File: src/rtl/msg_inbuf_pkg.sv
package msg_inbuf_pkg;
  typedef enum logic {
    MSG_REQ = 1'b0,
    MSG_REP = 1'b1
  } msg_kind_e;
endpackage

File: src/rtl/msg_fifo.sv
module msg_fifo #(
  parameter int DEPTH = 4,
  parameter int WIDTH = 8
) (
  input  logic             clk_i,
  input  logic             rst_ni,
  input  logic             push_i,
  input  logic [WIDTH-1:0] data_i,
  output logic             full_o,
  input  logic             pop_i,
  output logic             valid_o,
  output logic [WIDTH-1:0] data_o
);
  localparam int PTR_W = (DEPTH > 1) ? $clog2(DEPTH) : 1;
  localparam int CNT_W = $clog2(DEPTH + 1);
  localparam logic [PTR_W-1:0] LAST = PTR_W'(DEPTH - 1);
  localparam logic [CNT_W-1:0] FULL = CNT_W'(DEPTH);

  logic [WIDTH-1:0] mem_q [DEPTH];
  logic [PTR_W-1:0] wr_q, rd_q;
  logic [CNT_W-1:0] cnt_q;

  assign full_o  = (cnt_q == FULL);
  assign valid_o = (cnt_q != '0);
  assign data_o  = mem_q[rd_q];

  always_ff @(posedge clk_i or negedge rst_ni) begin
    if (!rst_ni) begin
      wr_q  <= '0;
      rd_q  <= '0;
      cnt_q <= '0;
    end else begin
      if (push_i) wr_q <= (wr_q == LAST) ? '0 : wr_q + 1'b1;
      if (pop_i)  rd_q <= (rd_q == LAST) ? '0 : rd_q + 1'b1;
      cnt_q <= cnt_q + CNT_W'(push_i) - CNT_W'(pop_i);
    end
  end

  always_ff @(posedge clk_i) begin
    if (push_i) mem_q[wr_q] <= data_i;
  end

  // a full queue is never written
  a_r9_no_overflow: assert property (@(posedge clk_i) disable iff (!rst_ni)
    push_i |-> !full_o);
  // the head is only taken when present
  a_r3_no_underflow: assert property (@(posedge clk_i) disable iff (!rst_ni)
    pop_i |-> valid_o);
endmodule

File: src/rtl/credit_bank.sv
module credit_bank #(
  parameter int NODES   = 4,
  parameter int LIMIT   = 2,
  parameter int NODE_ID = 0,
  localparam int SRC_W  = $clog2(NODES)
) (
  input  logic             clk_i,
  input  logic             rst_ni,
  input  logic [SRC_W-1:0] query_src_i,
  output logic             avail_o,
  input  logic             take_i,
  input  logic [SRC_W-1:0] take_src_i,
  input  logic             give_i,
  input  logic [SRC_W-1:0] give_src_i
);
  localparam int CW = $clog2(LIMIT + 1);
  localparam logic [CW-1:0] MAXC = CW'(LIMIT);

  logic [NODES-1:0] avail_vec;

  for (genvar s = 0; s < NODES; s++) begin : g_src
    if (s == NODE_ID) begin : g_self
      assign avail_vec[s] = 1'b0;  // own ID never earns slots
    end else begin : g_remote
      logic [CW-1:0] used_q;
      logic inc, dec;
      assign inc = take_i && (take_src_i == SRC_W'(s));
      assign dec = give_i && (give_src_i == SRC_W'(s));
      always_ff @(posedge clk_i or negedge rst_ni) begin
        if (!rst_ni) used_q <= '0;
        else         used_q <= used_q + CW'(inc) - CW'(dec);
      end
      assign avail_vec[s] = (used_q != MAXC);

      // credit count stays within the per-source limit
      a_r5_credit_bound: assert property (@(posedge clk_i) disable iff (!rst_ni)
        used_q <= MAXC);
      // a returned credit always belongs to a queued request
      a_r5_no_underrun: assert property (@(posedge clk_i) disable iff (!rst_ni)
        dec |-> (used_q != '0));
    end
  end

  assign avail_o = avail_vec[query_src_i];
endmodule

File: src/rtl/nack_slot.sv
module nack_slot #(
  parameter int SRC_W = 2
) (
  input  logic             clk_i,
  input  logic             rst_ni,
  input  logic             load_i,
  input  logic [SRC_W-1:0] dst_i,
  output logic             free_o,
  output logic             valid_o,
  input  logic             ready_i,
  output logic [SRC_W-1:0] dst_o
);
  logic             valid_q;
  logic [SRC_W-1:0] dst_q;

  assign free_o  = !valid_q || ready_i;
  assign valid_o = valid_q;
  assign dst_o   = dst_q;

  always_ff @(posedge clk_i or negedge rst_ni) begin
    if (!rst_ni) begin
      valid_q <= 1'b0;
      dst_q   <= '0;
    end else if (load_i) begin
      valid_q <= 1'b1;
      dst_q   <= dst_i;
    end else if (ready_i) begin
      valid_q <= 1'b0;
    end
  end

  // a waiting acknowledgement is never overwritten
  a_r6_load_when_free: assert property (@(posedge clk_i) disable iff (!rst_ni)
    load_i |-> (!valid_o || ready_i));
  // held until taken
  a_r7_nack_hold: assert property (@(posedge clk_i) disable iff (!rst_ni)
    (valid_o && !ready_i) |=> (valid_o && $stable(dst_o)));
endmodule

File: src/rtl/msg_inbuf.sv
module msg_inbuf
  import msg_inbuf_pkg::*;
#(
  parameter int NODES       = 4,
  parameter int OUTSTANDING = 2,
  parameter int NODE_ID     = 0,
  parameter int DATA_W      = 8,
  localparam int SRC_W      = $clog2(NODES)
) (
  input  logic              clk_i,
  input  logic              rst_ni,
  input  logic              in_valid_i,
  output logic              in_ready_o,
  input  logic              in_kind_i,
  input  logic [SRC_W-1:0]  in_src_i,
  input  logic [DATA_W-1:0] in_data_i,
  output logic              nack_valid_o,
  input  logic              nack_ready_i,
  output logic [SRC_W-1:0]  nack_dst_o,
  output logic              req_valid_o,
  input  logic              req_ready_i,
  output logic [SRC_W-1:0]  req_src_o,
  output logic [DATA_W-1:0] req_data_o,
  output logic              rep_valid_o,
  input  logic              rep_ready_i,
  output logic [SRC_W-1:0]  rep_src_o,
  output logic [DATA_W-1:0] rep_data_o
);
  localparam int REQ_DEPTH = OUTSTANDING * (NODES - 1);
  localparam int REP_DEPTH = OUTSTANDING;
  localparam int ENT_W     = SRC_W + DATA_W;

  logic is_rep, credit_ok, nack_free, rep_full, req_full;
  logic fire, req_push, rep_push, nack_load, req_pop, rep_pop;

  assign is_rep = (msg_kind_e'(in_kind_i) == MSG_REP);

  // replies need only room; requests need a credit or a free NACK slot
  always_comb begin
    if (is_rep) in_ready_o = !rep_full;
    else        in_ready_o = credit_ok || nack_free;
  end

  assign fire      = in_valid_i && in_ready_o;
  assign rep_push  = fire && is_rep;
  assign req_push  = fire && !is_rep && credit_ok;
  assign nack_load = fire && !is_rep && !credit_ok;
  assign req_pop   = req_valid_o && req_ready_i;
  assign rep_pop   = rep_valid_o && rep_ready_i;

  credit_bank #(.NODES(NODES), .LIMIT(OUTSTANDING), .NODE_ID(NODE_ID)) i_credit (
    .clk_i, .rst_ni,
    .query_src_i (in_src_i),
    .avail_o     (credit_ok),
    .take_i      (req_push),
    .take_src_i  (in_src_i),
    .give_i      (req_pop),
    .give_src_i  (req_src_o)
  );

  msg_fifo #(.DEPTH(REQ_DEPTH), .WIDTH(ENT_W)) i_req_q (
    .clk_i, .rst_ni,
    .push_i  (req_push),
    .data_i  ({in_src_i, in_data_i}),
    .full_o  (req_full),
    .pop_i   (req_pop),
    .valid_o (req_valid_o),
    .data_o  ({req_src_o, req_data_o})
  );

  msg_fifo #(.DEPTH(REP_DEPTH), .WIDTH(ENT_W)) i_rep_q (
    .clk_i, .rst_ni,
    .push_i  (rep_push),
    .data_i  ({in_src_i, in_data_i}),
    .full_o  (rep_full),
    .pop_i   (rep_pop),
    .valid_o (rep_valid_o),
    .data_o  ({rep_src_o, rep_data_o})
  );

  nack_slot #(.SRC_W(SRC_W)) i_nack (
    .clk_i, .rst_ni,
    .load_i  (nack_load),
    .dst_i   (in_src_i),
    .free_o  (nack_free),
    .valid_o (nack_valid_o),
    .ready_i (nack_ready_i),
    .dst_o   (nack_dst_o)
  );

  // credit admission alone keeps the request queue from filling past depth
  a_r9_credit_implies_room: assert property (@(posedge clk_i) disable iff (!rst_ni)
    credit_ok |-> !req_full);
  // refused request produces an acknowledgement to its source
  a_r4_nack_dst: assert property (@(posedge clk_i) disable iff (!rst_ni)
    (fire && !is_rep && !credit_ok) |=> (nack_valid_o && nack_dst_o == $past(in_src_i)));
  // own ID is always refused
  a_r8_self_refused: assert property (@(posedge clk_i) disable iff (!rst_ni)
    (fire && !is_rep && in_src_i == SRC_W'(NODE_ID)) |=> nack_valid_o);
  // an empty reply queue always takes a reply
  a_r2_reply_sink: assert property (@(posedge clk_i) disable iff (!rst_ni)
    (in_valid_i && is_rep && !rep_valid_o) |-> in_ready_o);
endmodule

File: config.mk
export PLATFORM = sky130hd
export DESIGN_NAME = msg_inbuf
export DESIGN_NICKNAME = d
export VERILOG_FILES = /design/src/rtl/msg_inbuf_pkg.sv /design/src/rtl/msg_fifo.sv /design/src/rtl/credit_bank.sv /design/src/rtl/nack_slot.sv /design/src/rtl/msg_inbuf.sv
export SDC_FILE = /design/constraint.sdc
export NUM_CORES = 1
export LEC_CHECK = 0
export ABC_AREA = 1
export BUFFER_PORTS_ARGS = -buffer_cell sky130_fd_sc_hd__buf_2
export CAP_MARGIN = 20
export CORE_UTILIZATION = 45
export CTS_CLUSTER_SIZE = 24
export DETAILED_ROUTE_END_ITERATION = 12
export SLEW_MARGIN = 20
export SYNTH_ARGS = -nofsm -noshare
export SYNTH_HDL_FRONTEND = slang
export SYNTH_SLANG_ARGS = --single-unit
File: constraint.sdc
create_clock -name clk_i -period 2.7 [get_ports clk_i]
set_input_delay 0.27 -clock clk_i [delete_from_list [all_inputs] [get_ports clk_i]]
set_output_delay 0.27 -clock clk_i [all_outputs]
set_load 0.03 [all_outputs]
==> results.sh, run 1 <==
export IMPL_vias=2668
export IMPL_synthDistinctLibCells=34
export IMPL_endpoint="req_data_o[4]"
export IMPL_antenna_left=0
export IMPL_ys_ff_latch=102
export IMPL_dp_hpwl_um=5620
export IMPL_cts_tree="built"
export IMPL_syn_inst=358
export IMPL_remaining_drc_errors=0
export IMPL_grt_max_degree=23
export IMPL_power_mw=5.29
export IMPL_cts_htree_levels=3
export IMPL_drive_gt1_share_pct=21.6
export IMPL_tightest_slew_ns=0.800
export IMPL_drtPass1Iterations=4
export IMPL_synth_area_per_cell_um2=12.1
export IMPL_core_area_um2=9280
export IMPL_clock_sinks=102
export IMPL_min_delay_path_class="in2reg"
export IMPL_timing_hold_ws_ns=0.184
export IMPL_cp_num_buf_inv=3
export IMPL_slew_viol_final=0
export IMPL_synth_area_um2=4320
export IMPL_crit_family="buffers and inverters"
export IMPL_cpPeakStageDelay_ns=0.51
export IMPL_worst_clock_skew_ns=0.00972
export IMPL_power_density_nw_per_um2=1070
export IMPL_area_growth_syn_to_layout_pct=14.3
export IMPL_crit_path_max_fanout=21
export IMPL_power_frac_clock_pct=19.2
export IMPL_hold_viol=0
export IMPL_cp_slowest_cell="dfrtp_1"
export IMPL_clkSlewWorstSetupHoldPaths_ns=0.10
export IMPL_start_util_pct=46.6
export IMPL_path_class="reg2out"
export IMPL_path_cells="inv_2 -> buf_4 -> o21ai_0 -> o211ai_1 -> nand2_1 -> o21ai_0 -> buf_2"
export IMPL_fillers=852
export IMPL_cts_resized=0
export IMPL_regToRegSetupSlack_ns=0.55
export IMPL_fmax_mhz=421
export IMPL_drv_cap=0
export IMPL_diodes=0
export IMPL_port_buffers=42
export IMPL_share_comb_of_total_power_pct=39.8
export IMPL_r2r_start="i_req_q.rd_q[1]"
export IMPL_syn_nets=386
export IMPL_core_rowCount=35
export IMPL_finalCritPeriodShare_pct=88.1
export IMPL_arrival_ns=2.11
export IMPL_synth_seq_area_share_pct=68.3
export IMPL_cpMostUsedCell="o21ai_0"
export IMPL_nets=440
export IMPL_power_switching_mw=2.20
export IMPL_grtUsageTotal_pct=18.9
export IMPL_fp_dieW_um=100
export IMPL_crit_path_start="i_req_q.rd_q[0]"
export IMPL_root_buffer="clkbuf_8"
export IMPL_multiInputGateArea_um2=1190
export IMPL_pwr_share_seq_pct=41.0
export IMPL_totalWireLength_um=8340
export IMPL_relSlewSlack_pct=46.5
export IMPL_utilization_pct=53.2
export IMPL_crit_cells=7
export IMPL_viasPerCell=4.89
export IMPL_worstSetupStartpointType="flip-flop"
export IMPL_ff_latch_area_um2=2950
export IMPL_grt_pass1_vias=2732
export IMPL_clockBufferDepth=2
export IMPL_final_min_clock_period_ns=2.38
export IMPL_rr_endpoint="i_credit.g_src[3].g_remote.used_q[1]"
export IMPL_wl_per_cell_um=15.3
export IMPL_worst_skew_pair_late_latency_ns=0.37
export IMPL_cts_inserted_buffers=9
export IMPL_grt_first_pass_wirelength_um=14000
export IMPL_p_leak_nw=1.98
export IMPL_io_pins=43
export IMPL_yosys_warnings=0
export IMPL_status="completed"
export IMPL_fin_setup_tns_ns=0
export IMPL_setup_viol=0
export IMPL_critPathRequiredTime_ns=2.43
export IMPL_dieArea_um2=10000
export IMPL_die_y_um=100
export IMPL_p_int_mw=3.09
export IMPL_r2r_cells=12
export IMPL_antenna_found_initial=0
export IMPL_p_sw_share_pct=41.6
export IMPL_dp_slack_ns=0.552
export IMPL_crit_path_end_kind="output pin"
export IMPL_place_congestion=0.782
export IMPL_ir_drop_v=0.000521
export IMPL_finalWorstSetupSlack_ns=0.322
export IMPL_first_iter_violations=153
export IMPL_rsz0062_at_grt="false"
export IMPL_gr_total_overflow=0
==> cell usage in the layout, fill, tap and decap left out, drive strengths merged, types with 7 or more instances in the layout <==
cell    synthesis  layout
o211ai          9       9
clkbuf          4       9
dfrtp          22      22
ha             10      10
buf             7      53
nor2           37      37
nor3            7       7
nand3          15      15
o21ai          34      34
inv            33      36
edfxtp         80      80
nand2          77      77
xnor2           9       9
==> cells in the mapped netlist <==
master,n,area [um2]
nor2_2,2,12.5
nand4_4,1,21.3
o21ai_0,30,150
ha_1,10,125
o21ai_1,3,15.0
inv_2,5,18.8
dfrtp_1,22,551
edfxtp_1,80,2400
nand3_4,2,35.0
a21oi_1,2,10.0
nor3_2,2,20.0
buf_4,4,30.0
clkbuf_1,4,15.0
inv_1,28,105
o21ai_2,1,8.76
or2_2,1,6.26
nand4_2,1,12.5
nand3_1,12,60.1
or2_1,1,6.26
a21oi_4,1,16.3
and3_1,1,6.26
buf_2,3,15.0
o211ai_1,9,67.6
nor3_1,4,20.0
xnor2_1,9,78.8
nor3_4,1,16.3
nor2_1,35,131
xor2_1,3,26.3
fa_1,1,20.0
nand2_2,3,18.8
nand2_1,74,278
nand4_1,1,6.26
nand3_2,1,10.0
o21a_1,1,7.51
==> cell type report <==
class	instances	area share (%)
Tap cell	129	3.27
Inverter	33	2.51
Timing Repair Buffer	54	6.13
Sequential cell	102	59.8
Multi-Input combinational cell	212	24.0
Clock inverter	7	1.80
Clock buffer	9	2.51
==> worst min-delay path by stage <==
stage | start | end | slack (ns) | depth (start not counted)
final | rep_ready_i | i_rep_q.rd_q | 0.18 | 3
after global placement | rst_ni | i_nack.valid_o | 0.29 | 1
after CTS | in_data_i[4] | i_rep_q.mem_q[0][4] | 0.17 | 1
after floorplan | rst_ni | i_credit.g_src[1].g_remote.used_q[0] | -0.03 | 0
after global routing | in_data_i[4] | i_rep_q.mem_q[0][4] | 0.19 | 1
after detailed placement | rst_ni | i_nack.valid_o | 0.29 | 1
==> registers in the layout, indices dropped and copies added (netlist names) <==
signal and flops:
i_rep_q.cnt_q 2, i_credit.g_src.g_remote.used_q 6, i_req_q.rd_q 3, i_req_q.cnt_q 3, i_req_q.mem_q 60, i_req_q.wr_q 3
i_rep_q.mem_q 20, i_nack.dst_o 2, i_rep_q.rd_q 1, i_rep_q.wr_q 1, i_nack.valid_o 1
==> worst min-delay path, cell delays in order <==
cell and delay (ns):
buf_2 0.09, nand2_1 0.08, xor2_1 0.06
==> power by group through the flow <==
stage               sequential, mW  combinational (mW)  clock, mW
floorplan                     2.14                1.61          0
global placement              2.19                2.08          0
detailed placement            2.20                2.13          0
CTS                           2.17                2.13       1.04
global route                  2.21                2.36       1.10
finish                        2.17                2.10       1.02
==> metal layers <==
metal / share of wire (%) / up-vias / track usage, %
li1: - / 1326 / -
met1: 48 / 1277 / 26.7
met2: 46 / 56 / 29.2
met3: 4.1 / 9 / 2.37
met4: 1.5 / 0 / 8.92
met5: 0 / - / 0
==> metrics by stage <==
| stage | area, um2 | std cells |
|---|---|---|
| after floorplan | 4320 | 358 |
| after global placement | 4720 | 529 |
| after detailed placement | 4720 | 529 |
| after CTS | 4940 | 546 |
| after global routing | 4940 | 546 |
| final | 4940 | 546 |
==> repair_timing <==
item                      4_1_cts  5_1_grt
hold buffers                    1        0
hold endpoints to repair       22        0
buffers inserted                0        0
==> cells by family (layout without fill, tap and decap cells) <==
family                     Yosys count  after routing  synth area share (%)
DFF                                102            102                  68.3
xor gates and xnor gates            12             12                  2.43
buffers and inverters               44            103                  4.25
adders and majority gates           11             11                  3.36
AOI/OAI and AO/OA                   47             47                  6.37
and+or+nand+nor                    142            142                  15.3
(Power assumes the default switching activity.)
==> run 2, diff against run 1 <==
--- a/config.mk
+++ b/config.mk
@@ -9,6 +9,7 @@
 export BUFFER_PORTS_ARGS = -buffer_cell sky130_fd_sc_hd__buf_2
 export CAP_MARGIN = 20
 export CORE_UTILIZATION = 45
+export CTS_BUF_LIST = sky130_fd_sc_hd__clkbuf_8
 export CTS_CLUSTER_SIZE = 24
 export DETAILED_ROUTE_END_ITERATION = 12
 export SLEW_MARGIN = 20
==> constraint.sdc (replaced) <==
create_clock -name clk_i -period 2.7 [get_ports clk_i]
set_input_delay 0.27 -clock clk_i [delete_from_list [all_inputs] [get_ports clk_i]]
set_output_delay 0.27 -clock clk_i [all_outputs]
set_load 0.01 [all_outputs]
==> results.sh, run 2 (synthesis gave the netlist of run 1 again) <==
export IMPL_status="completed"
export IMPL_clkSlewWorstSetupHoldPaths_ns=0.10
export IMPL_regMostFlops="i_req_q.mem_q"
export IMPL_crit_path_end_kind="output pin"
export IMPL_dpl_cell_area_um2=4720
export IMPL_worstSetupStartpointType="flip-flop"
export IMPL_viasPerCell=4.95
export IMPL_utilization_pct=52.9
export IMPL_hold_viol=0
export IMPL_crit_path_start="i_req_q.rd_q[0]"
export IMPL_drtPass1Iterations=4
export IMPL_min_from="in_data_i[5]"
export IMPL_power_mw=4.80
export IMPL_final_min_clock_period_ns=2.31
export IMPL_grt_max_degree=23
export IMPL_antenna_found_initial=0
export IMPL_pwr_share_seq_pct=45.0
export IMPL_final_common_cell="edfxtp_1"
export IMPL_place_congestion=0.801
export IMPL_clockBufferDepth=2
export IMPL_arrival_ns=2.04
export IMPL_p_int_mw=2.98
export IMPL_grt_first_pass_wirelength_um=13800
export IMPL_timing_hold_ws_ns=0.193
export IMPL_stdcell_area_um2=4910
export IMPL_core_rowCount=35
export IMPL_cts_inserted_buffers=9
export IMPL_dp_hpwl_um=5530
export IMPL_slew_viol_final=0
export IMPL_power_density_nw_per_um2=978
export IMPL_port_buffers=42
export IMPL_core_area_um2=9280
export IMPL_grtUsageTotal_pct=18.4
export IMPL_first_iter_violations=126
export IMPL_top_regs="i_req_q.mem_q: 60 flops, i_rep_q.mem_q: 20 flops, i_credit.g_src.g_remote.used_q: 6 flops"
export IMPL_crit_path_max_fanout=21
export IMPL_fin_setup_tns_ns=0
export IMPL_min_delay_path_class="in2reg"
export IMPL_ir_drop_v=0.000528
export IMPL_start_util_pct=46.6
export IMPL_dieArea_um2=10000
export IMPL_fp_dieW_um=100
export IMPL_fin_cells=546
export IMPL_path_class="reg2out"
export IMPL_cts_htree_levels=3
export IMPL_diodes=0
export IMPL_relSlewSlack_pct=42.3
export IMPL_fmax_mhz=432
export IMPL_finalWorstSetupSlack_ns=0.386
export IMPL_dp_slack_ns=0.586
export IMPL_gr_total_overflow=0
export IMPL_wl_per_cell_um=15.1
export IMPL_remaining_drc_errors=0
export IMPL_vias=2703
export IMPL_nets=440
export IMPL_p_leak_nw=1.97
export IMPL_finalCritPeriodShare_pct=85.7
export IMPL_antenna_left=0
export IMPL_rsz0062_at_grt="false"
export IMPL_share_comb_of_total_power_pct=36.4
export IMPL_worst_skew_pair_late_latency_ns=0.36
export IMPL_die_y_um=100
export IMPL_cts_tree="built"
export IMPL_tightest_slew_ns=0.863
export IMPL_placed_cells=529
export IMPL_worst_clock_skew_ns=0.0118
export IMPL_p_sw_share_pct=38.0
export IMPL_setup_viol=0
export IMPL_area_growth_syn_to_layout_pct=13.6
export IMPL_cts_resized=0
export IMPL_drv_cap=0
export IMPL_critPathRequiredTime_ns=2.43
export IMPL_totalWireLength_um=8250
export IMPL_largest_reg_flops=60
export IMPL_clock_sinks=102
export IMPL_power_switching_mw=1.82
export IMPL_r2r_start="i_req_q.rd_q[1]"
export IMPL_grt_pass1_vias=2691
export IMPL_root_buffer="clkbuf_8"
export IMPL_drive_gt1_share_pct=21.6
export IMPL_io_pins=43
export IMPL_power_frac_clock_pct=18.6
export IMPL_final_cell_mix="80 x edfxtp_1, 74 x nand2_1, 42 x buf_2, 35 x nor2_1, 30 x o21ai_0"
-- run 2: cell types whose count changed in the layout (fill, tap and decap cells not counted), sizes merged --
cell / delta
bufinv: -1
inv: -1
clkinv: +2
-- run 2: critical path: stages, from the launching register on --
cell      delay [ns]
dfrtp_1         0.51
inv_2           0.23
buf_4           0.28
o21ai_0         0.10
o211ai_1        0.18
nand2_1         0.06
o21ai_0         0.13
buf_2           0.20
-- run 2: final timing paths --
path	end	slack [ns]	cells after the start
worst min register to register	i_nack.dst_o[0]	0.49	2
worst min-delay path	i_req_q.mem_q[5][5]	0.19	1
min in group asynchronous	i_nack.valid_o	0.41	2
max in group asynchronous	i_req_q.rd_q[1]	1.92	2
worst max-delay path	req_data_o[4]	0.39	7
worst max register to register	i_credit.g_src[2].g_remote.used_q[1]	0.57	12
-- run 2: layout make-up --
type                            instances  area (um2)
Clock buffer                            9         124
Clock inverter                          7        58.8
Fill cell                             845        4370
Inverter                               33         124
Multi-Input combinational cell        212        1190
Sequential cell                       102        2950
Tap cell                              129         161
Timing Repair Buffer                   54         303
-- run 2: power by group through the flow --
stage	Sequential, mW	Clock, mW	Combinational [mW]
floorplan	2.11	0	1.29
global placement	2.19	0	1.72
detailed placement	2.20	0	1.76
CTS	2.17	0.911	1.77
global route	2.20	0.973	2.00
finish	2.16	0.895	1.75
-- run 2: repair_timing --
action,4_1_cts,5_1_grt
setup buffers,0,0
hold endpoints to repair,22,0
hold buffers,1,0
-- run 2: routing by layer --
metal	wire, um	vias to the layer above	part of all wire, %	track usage (%)
met5	0	-	0	0
met1	4170	1306	51	26.7
met2	3720	58	45	29.1
met4	127	0	1.5	5.91
met3	224	12	2.7	2.30
li1	-	1327	-	-
